[src/rtl/gpio_bitport_pkg.sv]
package gpio_bitport_pkg;

    typedef enum logic [1:0] {
        SEL_PIN  = 2'd0,
        SEL_DIR  = 2'd1,
        SEL_DAT  = 2'd2,
        SEL_NONE = 2'd3
    } reg_sel_e;

    typedef enum logic [1:0] {
        OP_LOAD = 2'd0,
        OP_SET  = 2'd1,
        OP_CLR  = 2'd2,
        OP_NOP  = 2'd3
    } wr_op_e;

endpackage

[src/rtl/gpio_bitport_regs.sv]
module gpio_bitport_regs
    import gpio_bitport_pkg::*;
#(
    parameter int unsigned WIDTH = 8,
    localparam int unsigned IDX_W = (WIDTH > 1) ? $clog2(WIDTH) : 1
) (
    input  logic             clk,
    input  logic             rst_n,
    input  logic             wr,
    input  reg_sel_e         sel,
    input  wr_op_e           op,
    input  logic [IDX_W-1:0] bit_idx,
    input  logic [WIDTH-1:0] wdata,
    output logic [WIDTH-1:0] dir_q,
    output logic [WIDTH-1:0] dat_q
);

    logic [WIDTH-1:0] mask;
    logic [WIDTH-1:0] dir_d;
    logic [WIDTH-1:0] dat_d;

    function automatic logic [WIDTH-1:0] apply_op(
        input logic [WIDTH-1:0] cur,
        input wr_op_e           kind,
        input logic [WIDTH-1:0] m,
        input logic [WIDTH-1:0] d
    );
        logic [WIDTH-1:0] r;
        unique case (kind)
            OP_LOAD: r = d;
            OP_SET:  r = cur | m;
            OP_CLR:  r = cur & ~m;
            default: r = cur;
        endcase
        return r;
    endfunction

    always_comb begin
        mask = '0;
        mask[bit_idx] = 1'b1;
    end

    always_comb begin
        dir_d = dir_q;
        dat_d = dat_q;
        if (wr) begin
            unique case (sel)
                SEL_DIR: dir_d = apply_op(dir_q, op, mask, wdata);
                SEL_DAT: dat_d = apply_op(dat_q, op, mask, wdata);
                default: ;
            endcase
        end
    end

    always_ff @(posedge clk or negedge rst_n) begin
        if (!rst_n) begin
            dir_q <= '0;
            dat_q <= '0;
        end else begin
            dir_q <= dir_d;
            dat_q <= dat_d;
        end
    end

    AST_SET_KEEPS_OTHERS: assert property (@(posedge clk) disable iff (!rst_n)
        (wr && op == OP_SET && sel == SEL_DIR) |=>
            ((dir_q & ~$past(mask)) == ($past(dir_q) & ~$past(mask))) && $stable(dat_q));

    AST_SET_HITS_BIT: assert property (@(posedge clk) disable iff (!rst_n)
        (wr && op == OP_SET && sel == SEL_DAT) |=>
            ((dat_q & $past(mask)) == $past(mask)) && $stable(dir_q));

    AST_CLR_KEEPS_OTHERS: assert property (@(posedge clk) disable iff (!rst_n)
        (wr && op == OP_CLR && (sel == SEL_DIR || sel == SEL_DAT)) |=>
            (((dir_q ^ $past(dir_q)) | (dat_q ^ $past(dat_q))) & ~$past(mask)) == '0);

    AST_NOP_HOLDS: assert property (@(posedge clk) disable iff (!rst_n)
        (wr && op == OP_NOP) |=> $stable(dir_q) && $stable(dat_q));

    AST_PIN_SEL_RO: assert property (@(posedge clk) disable iff (!rst_n)
        (wr && (sel == SEL_PIN || sel == SEL_NONE)) |=> $stable(dir_q) && $stable(dat_q));

endmodule

[src/rtl/gpio_bitport_sync.sv]
module gpio_bitport_sync #(
    parameter int unsigned WIDTH  = 8,
    parameter int unsigned STAGES = 2
) (
    input  logic             clk,
    input  logic             rst_n,
    input  logic [WIDTH-1:0] async_in,
    output logic [WIDTH-1:0] sync_out
);

    logic [WIDTH-1:0] stage_q [STAGES];

    generate
        for (genvar s = 0; s < STAGES; s++) begin : g_stage
            if (s == 0) begin : g_first
                always_ff @(posedge clk or negedge rst_n) begin
                    if (!rst_n) stage_q[0] <= '0;
                    else        stage_q[0] <= async_in;
                end
            end else begin : g_rest
                always_ff @(posedge clk or negedge rst_n) begin
                    if (!rst_n) stage_q[s] <= '0;
                    else        stage_q[s] <= stage_q[s-1];
                end
            end
        end
    endgenerate

    assign sync_out = stage_q[STAGES-1];

endmodule

[src/rtl/gpio_bitport_pinmux.sv]
module gpio_bitport_pinmux #(
    parameter int unsigned WIDTH = 8
) (
    input  logic [WIDTH-1:0] dir_q,
    input  logic [WIDTH-1:0] dat_q,
    input  logic             pu_off,
    input  logic [WIDTH-1:0] alt_en,
    input  logic [WIDTH-1:0] alt_oe,
    input  logic [WIDTH-1:0] alt_out,
    output logic [WIDTH-1:0] pin_oe,
    output logic [WIDTH-1:0] pin_out,
    output logic [WIDTH-1:0] pin_pu
);

    generate
        for (genvar p = 0; p < WIDTH; p++) begin : g_pin
            assign pin_oe[p]  = alt_en[p] ? alt_oe[p]  : dir_q[p];
            assign pin_out[p] = alt_en[p] ? alt_out[p] : dat_q[p];
            assign pin_pu[p]  = !pu_off && !dir_q[p] && dat_q[p] && !alt_en[p];
        end
    endgenerate

    always_comb begin
        AST_ALT_NO_PULL: assert ((alt_en & pin_pu) == '0);
    end

endmodule

[src/rtl/gpio_bitport.sv]
module gpio_bitport
    import gpio_bitport_pkg::*;
(
    input  logic       clk,
    input  logic       rst_n,
    input  logic [1:0] bus_addr,
    input  logic       bus_wr,
    input  logic [1:0] bus_op,
    input  logic [2:0] bus_bit,
    input  logic [7:0] bus_wdata,
    output logic [7:0] bus_rdata,
    input  logic       pu_off,
    input  logic [7:0] pad_in,
    input  logic [7:0] alt_en,
    input  logic [7:0] alt_oe,
    input  logic [7:0] alt_out,
    output logic [7:0] pin_oe,
    output logic [7:0] pin_out,
    output logic [7:0] pin_pu
);

    localparam int unsigned WIDTH       = 8;
    localparam int unsigned SYNC_STAGES = 2;

    reg_sel_e         sel;
    logic [WIDTH-1:0] dir_q;
    logic [WIDTH-1:0] dat_q;
    logic [WIDTH-1:0] pin_sync;
    logic [1:0]       since_rst;

    assign sel = reg_sel_e'(bus_addr);

    gpio_bitport_regs #(.WIDTH(WIDTH)) i_regs (
        .clk     (clk),
        .rst_n   (rst_n),
        .wr      (bus_wr),
        .sel     (sel),
        .op      (wr_op_e'(bus_op)),
        .bit_idx (bus_bit),
        .wdata   (bus_wdata),
        .dir_q   (dir_q),
        .dat_q   (dat_q)
    );

    gpio_bitport_sync #(.WIDTH(WIDTH), .STAGES(SYNC_STAGES)) i_sync (
        .clk      (clk),
        .rst_n    (rst_n),
        .async_in (pad_in),
        .sync_out (pin_sync)
    );

    gpio_bitport_pinmux #(.WIDTH(WIDTH)) i_pinmux (
        .dir_q   (dir_q),
        .dat_q   (dat_q),
        .pu_off  (pu_off),
        .alt_en  (alt_en),
        .alt_oe  (alt_oe),
        .alt_out (alt_out),
        .pin_oe  (pin_oe),
        .pin_out (pin_out),
        .pin_pu  (pin_pu)
    );

    always_comb begin
        unique case (sel)
            SEL_PIN:  bus_rdata = pin_sync;
            SEL_DIR:  bus_rdata = dir_q;
            SEL_DAT:  bus_rdata = dat_q;
            SEL_NONE: bus_rdata = '0;
            default:  bus_rdata = '0;
        endcase
    end

    always_ff @(posedge clk or negedge rst_n) begin
        if (!rst_n)               since_rst <= '0;
        else if (since_rst != 2'd3) since_rst <= since_rst + 2'd1;
    end

    AST_PIN_LATENCY: assert property (@(posedge clk) disable iff (!rst_n)
        (since_rst >= 2'd2 && bus_addr == 2'd0) |-> bus_rdata == $past(pad_in, 2));

    AST_GLOBAL_PULL_OFF: assert property (@(posedge clk) disable iff (!rst_n)
        pu_off |-> pin_pu == '0);

    AST_PULL_ONLY_INPUT: assert property (@(posedge clk) disable iff (!rst_n)
        (pin_pu & pin_oe) == '0);

    AST_OUT_PIN_DRIVES: assert property (@(posedge clk) disable iff (!rst_n)
        ((bus_addr == 2'd1) && (alt_en == '0)) |-> pin_oe == bus_rdata);

endmodule

[config.mk]
export PLATFORM = sky130hd
export DESIGN_NAME = gpio_bitport
export DESIGN_NICKNAME = d
export VERILOG_FILES = /design/src/rtl/gpio_bitport_pkg.sv /design/src/rtl/gpio_bitport_regs.sv /design/src/rtl/gpio_bitport_sync.sv /design/src/rtl/gpio_bitport_pinmux.sv /design/src/rtl/gpio_bitport.sv
export SDC_FILE = /design/constraint.sdc
export NUM_CORES = 1
export LEC_CHECK = 0
export BUFFER_PORTS_ARGS = -buffer_cell sky130_fd_sc_hd__buf_2
export CAP_MARGIN = 5
export CORE_MARGIN = 2
export CORE_UTILIZATION = 40
export DETAILED_ROUTE_END_ITERATION = 6
export PLACE_DENSITY_LB_ADDON = 0.25
export SLEW_MARGIN = 20
export SYNTH_ARGS = -nofsm -noshare
export SYNTH_HDL_FRONTEND = slang
export SYNTH_SLANG_ARGS = --single-unit
[constraint.sdc]
create_clock -name clk -period 1.8 [get_ports clk]
set_clock_uncertainty 0.2 [all_clocks]
set_input_delay 0.36 -clock clk [delete_from_list [all_inputs] [get_ports clk]]
set_output_delay 0.36 -clock clk [all_outputs]
set_load 0.02 [all_outputs]
After elaboration in Yosys (flattened, before gate mapping)
Cells that the tools add are included.
{"block": "op_classes", "n_lt_le_gt_ge": 2, "eq_ne": 5, "mux": 21, "bitwise_logic": 5, "n_reduce_logical": 47}
{"operator": "8-bit one-hot mux with 3 select lines", "count": 2}
{"operator": "8-bit one-hot mux with 4 select lines", "count": 1}
{"operator": "1-bit logical AND", "count": 25}
{"operator": "1-bit zero test", "count": 17}
{"operator": "1-bit two-way mux", "count": 17}
{"operator": "8-bit AND", "count": 2}
{"operator": "8-bit OR", "count": 2}
{"operator": "8-bit inverter", "count": 1}
{"operator": "2-bit == test, second input constant", "count": 3}
{"operator": "3-bit AND reduction", "count": 2}
{"operator": "2-bit by 1-bit == test with 1-bit output, second input constant", "count": 2}
{"operator": "2-bit zero test", "count": 2}
{"operator": "3-bit by 4-bit less-than comparator with 1-bit output, second input constant", "count": 1}
{"operator": "1-bit demux with 3-bit select", "count": 1}
{"operator": "3-bit by 1-bit greater-or-equal comparator with 1-bit output, second input constant", "count": 1}
{"operator": "3-bit nonzero test", "count": 1}
{"block": "totals", "regBits": 32, "word_cells": 84}

Longest topological paths before layout
Gate-level depths: netlist (run 1).
{"block": "logic_depth", "word_depth": 7, "mapped_depth": 6, "ltp_nobuf": 5}

Cells and area by module
From an unflattened synthesis (run 1), not the netlist that was laid out.
{"block": "hier_totals", "hier_cells": 182, "area_unflattened_um2": 2079.5}
{"mod": "gpio_bitport_regs", "n_inst": 1, "cells_per_inst": 113, "area_each_um2": 1109.8}
{"mod": "gpio_bitport_sync", "n_inst": 1, "cells_per_inst": 24, "area_each_um2": 460.4}
{"mod": "gpio_bitport_pinmux", "n_inst": 1, "cells_per_inst": 25, "area_each_um2": 311.5}
{"mod": "gpio_bitport", "n_inst": 1, "cells_per_inst": 20, "area_each_um2": 197.7}

Least setup slack after synthesis (run 1)
OpenSTA, ideal clock, no wires.
{"block": "synth_path", "path_kind": "input to output", "start": "input pu_off", "end": "output pin_pu[7]", "arrival_time_ns": 1.297, "path_slack_ns": -0.057, "stages": 2, "path_buffers": 1, "path_cell_list": "clkbuf_1 nor4b_1"}
{"block": "synth_between", "elab_chain_cells": 4}
{"element": "from (decl)", "line_no": "gpio_bitport.sv:12", "source": "input logic pu_off,"}
{"element": "1-bit zero test", "line_no": "gpio_bitport_pinmux.sv:19", "source": "assign pin_pu[p] = !pu_off && !dir_q[p] && dat_q[p] && !alt_en[p];"}
{"element": "1-bit logical AND (3 in series)", "line_no": "gpio_bitport_pinmux.sv:19"}
{"element": "to (decl)", "line_no": "gpio_bitport.sv:19", "source": "output logic [7:0] pin_pu"}
No other way between the ends.

Final worst setup path (run 1)
{"block": "layout_path", "start": "register i_regs.dat_q[1]", "end": "output pin_pu[1]"}
{"block": "layout_between", "elab_chain_cells": 2}
{"element": "from (decl)", "line_no": "gpio_bitport_regs.sv:15", "source": "output logic [WIDTH-1:0] dat_q"}
{"element": "from (signal assigned)", "line_no": "gpio_bitport_regs.sv:61", "source": "dat_q <= dat_d;"}
{"element": "1-bit logical AND (2 in series)", "line_no": "gpio_bitport_pinmux.sv:19"}
No other way between the ends.

==> qor.csv, run 1 <==
stage,metric,value,unit
status,run status,finished clean,
synth,Syn Inst Count,188,
synth,register area share after synthesis,44.2,%
cts,clock-pin slew on the worst setup and hold paths,0.07,ns
placed_design,Post-Place Cells,325,
detailed_routing,Via Count,1763,
grt,initial antenna violation count,0,
placed_design,IO buf count,82,
floorplan,FP Rows,24,
layout,number of antenna diodes,0,
sta,min cycle time layout,1.72,ns
synth,synthesized cell area,1810,um2
worst_setup_path,buffer and inverter count on the worst path,2,
detailed_routing,total wire length,4650,um
sta,Min Hold Slack,0.149,ns
grt,first-pass GRT wire length,7550,um
sta,RSZ-0062 raised after global routing,no,
worst_setup_path,WP data required,1.24,ns
layout,area of the multi-input gates,885,um2
detailed_routing,DRT iter0 DRCs,85,
floorplan,Die Span X,71.3,um
layout,fill count,394,
layout,register area,801,um2
sta,worst-margin pin slew,0.399,ns
synth,Yosys warning count,0,
layout,final core occ,58.6,%
placed_design,gp weighted congestion,0.783,
cts,Max clock buf depth,2,
sta,final period utilization,95.8,%
grt,total track usage,18.6,%
grt,pin count of the biggest net entering global routing,33,
cts,clk sinks,32,
cts,H-Tree Depth,2,
grt,vias in the first global route,1600,
floorplan,DIE AREA,5080,um2
synth,Post-synth ARST share,100,%
layout,Layout area overhead,41.0,%
worst_setup_path,Worst setup EP type,primary output,
sta,final setup margin,0.0760,ns
worst_setup_path,CP Launch Type,register,
worst_setup_path,"slowest stage delay, CP",0.34,ns
synth,Most used DFF post-synth,dfrtp_1,
sta,max_slew headroom,73.4,%
floorplan,Top Ports,83,
synth,Mapped Avg Cell Area,9.64,um2
synth,#FFs+latches synth,32,
worst_setup_path,"critical path, cell by cell",inv_1 -> nor4_1 -> buf_2,
floorplan,Core ar.,4350,um2
worst_setup_path,"critical path fanouts, max",3,
synth,library cells used by synthesis,34,
sta,Final Hold Vio Count,0,
synth,Post-synth EDFFs,0,
sta,Fmax achieved,580,MHz
floorplan,Die Y,71.3,um
worst_setup_path,critical path's slowest cell,dfrtp_1,
detailed_routing,DR vias/cell,5.15,
worst_setup_path,cell family with most CP delay,flip-flops,
power_and_ir_drop,leakage,1.27,nW
cts,Post-CTS Setup Bufs,0,
layout,Finished Layout Cells,342,
cts,clock tree from TritonCTS,built,
cts,CTS Root Cell,clkbuf_8,
sta,final setup vio count,0,
detailed_routing,post-route ant nets,0,
floorplan,Initial Util,41.6,%
synth,Syn Nets,242,
power_and_ir_drop,Worst IR Drop VDD,0.522,mV
hold_path,worst min path class,reg2reg,
grt,Overflow after GRT,0,
sta,fin. max-slew vios,0,
run,maxcap violations,0,
worst_setup_path,critical path type,reg2out,
layout,fraction of layout cells with a size suffix above 1,41.7,%
power_and_ir_drop,PwrDens,864,nW/um2
detailed_routing,first drt pass iteration count,4,
placed_design,Detailed Place HPWL,3440,um
worst_setup_path,Worst EP arrival,1.16,ns
cts,total CTS buffers,5,
cts,clk_lat worst skew,0.28,ns
placed_design,pre-CTS setup slack,-0.0403,ns
detailed_routing,Routed WL per cell,13.6,um
detailed_routing,Post-route DRC,0,
layout,Final Net Count,343,
[layer usage]
layer	track usage, %	vias to the layer above	part of all wire (%)
li1	-	882	-
met1	25.5	802	44
met2	30.6	77	48
met3	4.64	2	6.8
met4	3.14	0	0.32
met5	0	-	0
[cells in the mapped netlist, types with 3 or more instances]
| library cell | count | area [um2] |
|---|---|---|
| inv_1 | 16 | 60.1 |
| a221oi_2 | 4 | 60.1 |
| nand2_1 | 24 | 90.1 |
| o21ai_0 | 31 | 155 |
| and3b_1 | 3 | 26.3 |
| buf_2 | 5 | 25.0 |
| a22oi_1 | 8 | 60.1 |
| a21oi_1 | 6 | 30.0 |
| nand2b_1 | 4 | 25.0 |
| a32oi_1 | 6 | 52.6 |
| mux2i_1 | 8 | 80.1 |
| nor4_1 | 6 | 37.5 |
| dfrtp_1 | 32 | 801 |
| ha_1 | 3 | 37.5 |
[placed cells by master (no fill, tap or decap)]
cell	Yosys	routed
a21oi_1	6	6
a221oi_2	4	4
a22oi_1	8	8
a31o_2	1	1
a31oi_1	2	2
a32oi_1	6	6
and3b_1	3	3
and4bb_2	1	1
and4bb_4	1	1
buf_12	0	3
buf_2	5	82
buf_4	2	12
clkbuf_8	0	6
clkinv_2	0	2
dfrtp_1	32	32
dlygate4sd3_1	0	9
ha_1	3	3
inv_1	16	16
mux2_2	2	2
mux2i_1	8	8
nand2_1	24	24
nand2b_1	4	4
nand3_1	1	1
nand3b_1	2	2
nor2b_1	2	2
nor2b_2	1	1
nor3_1	2	2
nor3b_1	2	2
nor3b_4	1	1
nor4_1	6	4
nor4_2	0	2
nor4b_2	0	1
o21ai_0	31	31
o21ai_1	2	2
o21ai_2	2	2
or3b_1	2	2
[where the power goes]
part / internal (W) / switching, W / total [W]
registers: 0.000836 / 0.0000799 / 0.000916
clock network: 0.000305 / 0.000267 / 0.000572
logic: 0.000299 / 0.000420 / 0.000720
total: 0.00144 / 0.000768 / 0.00221
[through the flow]
stage / instance area, um2 / total power, W / setup TNS, ns
after detailed placement: 2360 / 0.00163 / -0.179
after global routing: 2550 / 0.00235 / 0
final: 2550 / 0.00221 / 0
after floorplan: 1820 / 0.00135 / 0
after global placement: 2360 / 0.00161 / 0
after CTS: 2540 / 0.00222 / 0
[cells by family (layout without fill, tap and decap cells)]
family,after synthesis,after routing,share of synthesized area [%]
buffers and inverters,28,130,8.01
adder cells (fa/ha/maj),3,3,2.07
multiplexers,10,10,5.66
flip-flops,32,32,44.2
AND/OR/NAND/NOR,53,53,17.6
AO/OA/AOI/OAI,62,62,22.4
[final cells by class]
class / instances / share of cell area [%]
clock inverter: 2 / 0.392
multi-input combinational: 128 / 34.6
inverter: 16 / 2.35
timing repair buffer: 106 / 25.5
clock buffer: 6 / 3.23
tap: 52 / 2.55
sequential: 32 / 31.4
[state kept, by name, summed over array words and instances, names as in the netlist]
signal and flops:
i_sync.stage_q 8, i_regs.dir_q 8, i_sync.sync_out 8, i_regs.dat_q 8
[repair_timing]
| action | in CTS | in global routing |
|---|---|---|
| endpoints found under the setup margin | 0 | 3 |
| hold buffers | 9 | 0 |
| gates resized for setup | 0 | 2 |
| endpoints found under the hold margin | 40 | 0 |
[path summary, 6_finish.rpt]
check                      depth (start not counted)                  to  slack, ns               start
setup / recovery                                   3           pin_pu[1]       0.08     i_regs.dat_q[1]
max in group asynchronous                          3     i_regs.dat_q[1]       0.69               rst_n
hold reg to reg                                    0  i_sync.sync_out[6]       0.15  i_sync.stage_q[14]
min in group asynchronous                          3  i_sync.stage_q[10]       0.42               rst_n
hold / removal                                     0  i_sync.sync_out[6]       0.15  i_sync.stage_q[14]
setup reg to reg                                   2     i_regs.dir_q[7]       0.88     i_regs.dir_q[7]
Note: power is estimated with default switching activity, not from simulation.
==> run 2: changes to the inputs <==
--- a/config.mk
+++ b/config.mk
@@ -9,8 +9,7 @@
 export CAP_MARGIN = 5
 export CORE_MARGIN = 2
-export CORE_UTILIZATION = 40
+export CORE_UTILIZATION = 50
 export DETAILED_ROUTE_END_ITERATION = 6
 export PLACE_DENSITY_LB_ADDON = 0.25
-export SLEW_MARGIN = 20
 export SYNTH_ARGS = -nofsm -noshare
 export SYNTH_HDL_FRONTEND = slang
==> constraint.sdc (replaced) <==
create_clock -name clk -period 1.8 [get_ports clk]
set_clock_uncertainty 0.2 [all_clocks]
set_input_delay 0.45 -clock clk [delete_from_list [all_inputs] [get_ports clk]]
set_output_delay 0.45 -clock clk [all_outputs]
set_load 0.02 [all_outputs]
==> qor.csv, run 2 (synthesis results as in run 1) <==
stage,metric,value,unit
floorplan,FP Rows,21,
layout,"commonest non-fill, non-tap cell in the layout",buf_2,
layout,Final Net Count,345,
detailed_routing,post-route ant nets,0,
detailed_routing,first drt pass iteration count,4,
worst_setup_path,Worst EP arrival,1.21,ns
grt,pin count of the biggest net entering global routing,24,
status,run status,"finished, violations left",
placed_design,IO buf count,82,
layout,area of the multi-input gates,945,um2
grt,Overflow after GRT,0,
layout,"commonest non-fill, non-tap cells in the layout","buf_2 (65), dfrtp_1 (32), buf_4 (21)",
worst_setup_path,Worst setup EP type,primary output,
layout,register area,801,um2
placed_design,Detailed Place HPWL,3470,um
sta,worst-margin pin slew,0.449,ns
sta,Final Hold Vio Count,0,
detailed_routing,Via Count,1804,
detailed_routing,total wire length,4720,um
layout,fill count,239,
layout,number of antenna diodes,0,
status,violated checks,negative setup slack,
sta,RSZ-0062 raised after global routing,yes,
detailed_routing,Routed WL per cell,14.0,um
layout,Layout area overhead,47.3,%
cts,clock tree from TritonCTS,built,
grt,initial antenna violation count,0,
cts,H-Tree Depth,2,
cts,clk_lat worst skew,0.33,ns
cts,clk sinks,32,
floorplan,Die Span X,64.2,um
grt,vias in the first global route,1655,
placed_design,dpl cell area,2370,um2
worst_setup_path,"critical path, cell by cell",inv_2 -> nor4_2 -> buf_2,
floorplan,DIE AREA,4120,um2
floorplan,Top Ports,83,
floorplan,Initial Util,53.0,%
detailed_routing,Post-route DRC,0,
worst_setup_path,WP data required,1.15,ns
layout,Finished Cell Area,2670,um2
sta,setup tns final,-0.281,ns
sta,final period utilization,104,%
cts,total CTS buffers,5,
grt,total track usage,23.4,%
sta,min cycle time layout,1.86,ns
power_and_ir_drop,PwrDens,839,nW/um2
grt,first-pass GRT wire length,7460,um
sta,final setup margin,-0.0641,ns
worst_setup_path,CP Launch Type,register,
cts,clock-pin slew on the worst setup and hold paths,0.10,ns
floorplan,Core ar.,3420,um2
hold_path,worst min path class,in2reg,
sta,Fmax achieved,536,MHz
sta,final setup vio count,8,
floorplan,Die Y,64.2,um
detailed_routing,DR vias/cell,5.34,
run,maxcap violations,0,
power_and_ir_drop,leakage,1.30,nW
layout,fraction of layout cells with a size suffix above 1,51.0,%
sta,fin. max-slew vios,0,
detailed_routing,DRT iter0 DRCs,61,
worst_setup_path,"slowest stage delay, CP",0.39,ns
worst_setup_path,critical path's slowest cell,dfrtp_1,
placed_design,gp weighted congestion,0.798,
sta,max_slew headroom,69.9,%
cts,Max clock buf depth,2,
power_and_ir_drop,Worst IR Drop VDD,0.708,mV
worst_setup_path,"critical path fanouts, max",3,
cts,CTS Root Cell,clkbuf_4,
worst_setup_path,critical path type,reg2out,
-- run 2: changes by cell type in the layout (fill, tap and decap cells not counted), sizes merged --
cell and delta:
clkinvlp +1, clkbuf +1, dlygate4sd3 -2, clkinv -2, buf +4
-- run 2: report_power, final --
| part | leakage, nW | switching [W] | internal, W |
|---|---|---|---|
| Combinational | 0.898 | 0.000467 | 0.000406 |
| Sequential | 0.372 | 0.0000927 | 0.000835 |
| Clock | 0.0315 | 0.000247 | 0.000191 |
| Total | 1.30 | 0.000807 | 0.00143 |
-- run 2: critical path: cells and delay by family, from the launching register on --
| kind | cells | cell delay [ns] |
|---|---|---|
| flops | 1 | 0.39 |
| simple gates | 1 | 0.23 |
| buf+inv | 2 | 0.26 |
-- run 2: layer usage --
layer	share of wire (%)	track usage (%)	wire length [um]	up-vias
met5	0	0	0	-
met4	0.85	5.59	40	0
met3	6.2	5.11	292	5
met2	49	38.2	2300	69
met1	44	32.0	2100	841
li1	-	-	-	889
-- run 2: repair_timing --
action                                  CTS  global route
endpoints found under the setup margin   19            30
setup buffers                             1             3
hold buffers                              1             6
pin swaps                                10             6
gates resized for setup                  30            34
hold endpoints to repair                 17             6
-- run 2: area by class of cell --
class | count | share of cell area (%)
multi-input cells | 128 | 35.4
flip-flops and latches | 32 | 30.0
repair buffers | 108 | 27.8
inverters | 16 | 2.25
well taps | 46 | 2.16
clock buffers | 7 | 2.06
clock inverters | 1 | 0.281
-- run 2: final timing paths --
check                      slack [ns]  depth (start not counted)                 end          startpoint
max                             -0.06                          3           pin_pu[1]     i_regs.dat_q[1]
min                              0.02                          1  i_sync.stage_q[10]           pad_in[2]
max reg2reg                      0.76                          3     i_regs.dir_q[7]     i_regs.dir_q[7]
min reg2reg                      0.15                          0  i_sync.sync_out[2]  i_sync.stage_q[10]
max in group asynchronous        0.50                          3     i_regs.dat_q[5]               rst_n
min in group asynchronous        0.36                          2  i_sync.stage_q[11]               rst_n
-- run 2: through the flow --
step	total power [W]	utilization, %	hold WS, ns	setup slack [ns]	std cells
6_report	0.00224	78.1	0.0154	-0.0641	338
5_1_grt	0.00236	78.1	0.000972	-0.142	338
4_1_cts	0.00215	74.4	0.00945	-0.0581	329
3_5_place_dp	0.00165	69.3	0.135	-0.350	319
3_3_place_gp	0.00163	69.3	0.132	-0.282	319
2_1_floorplan	0.00138	-	-0.0456	-0.159	188
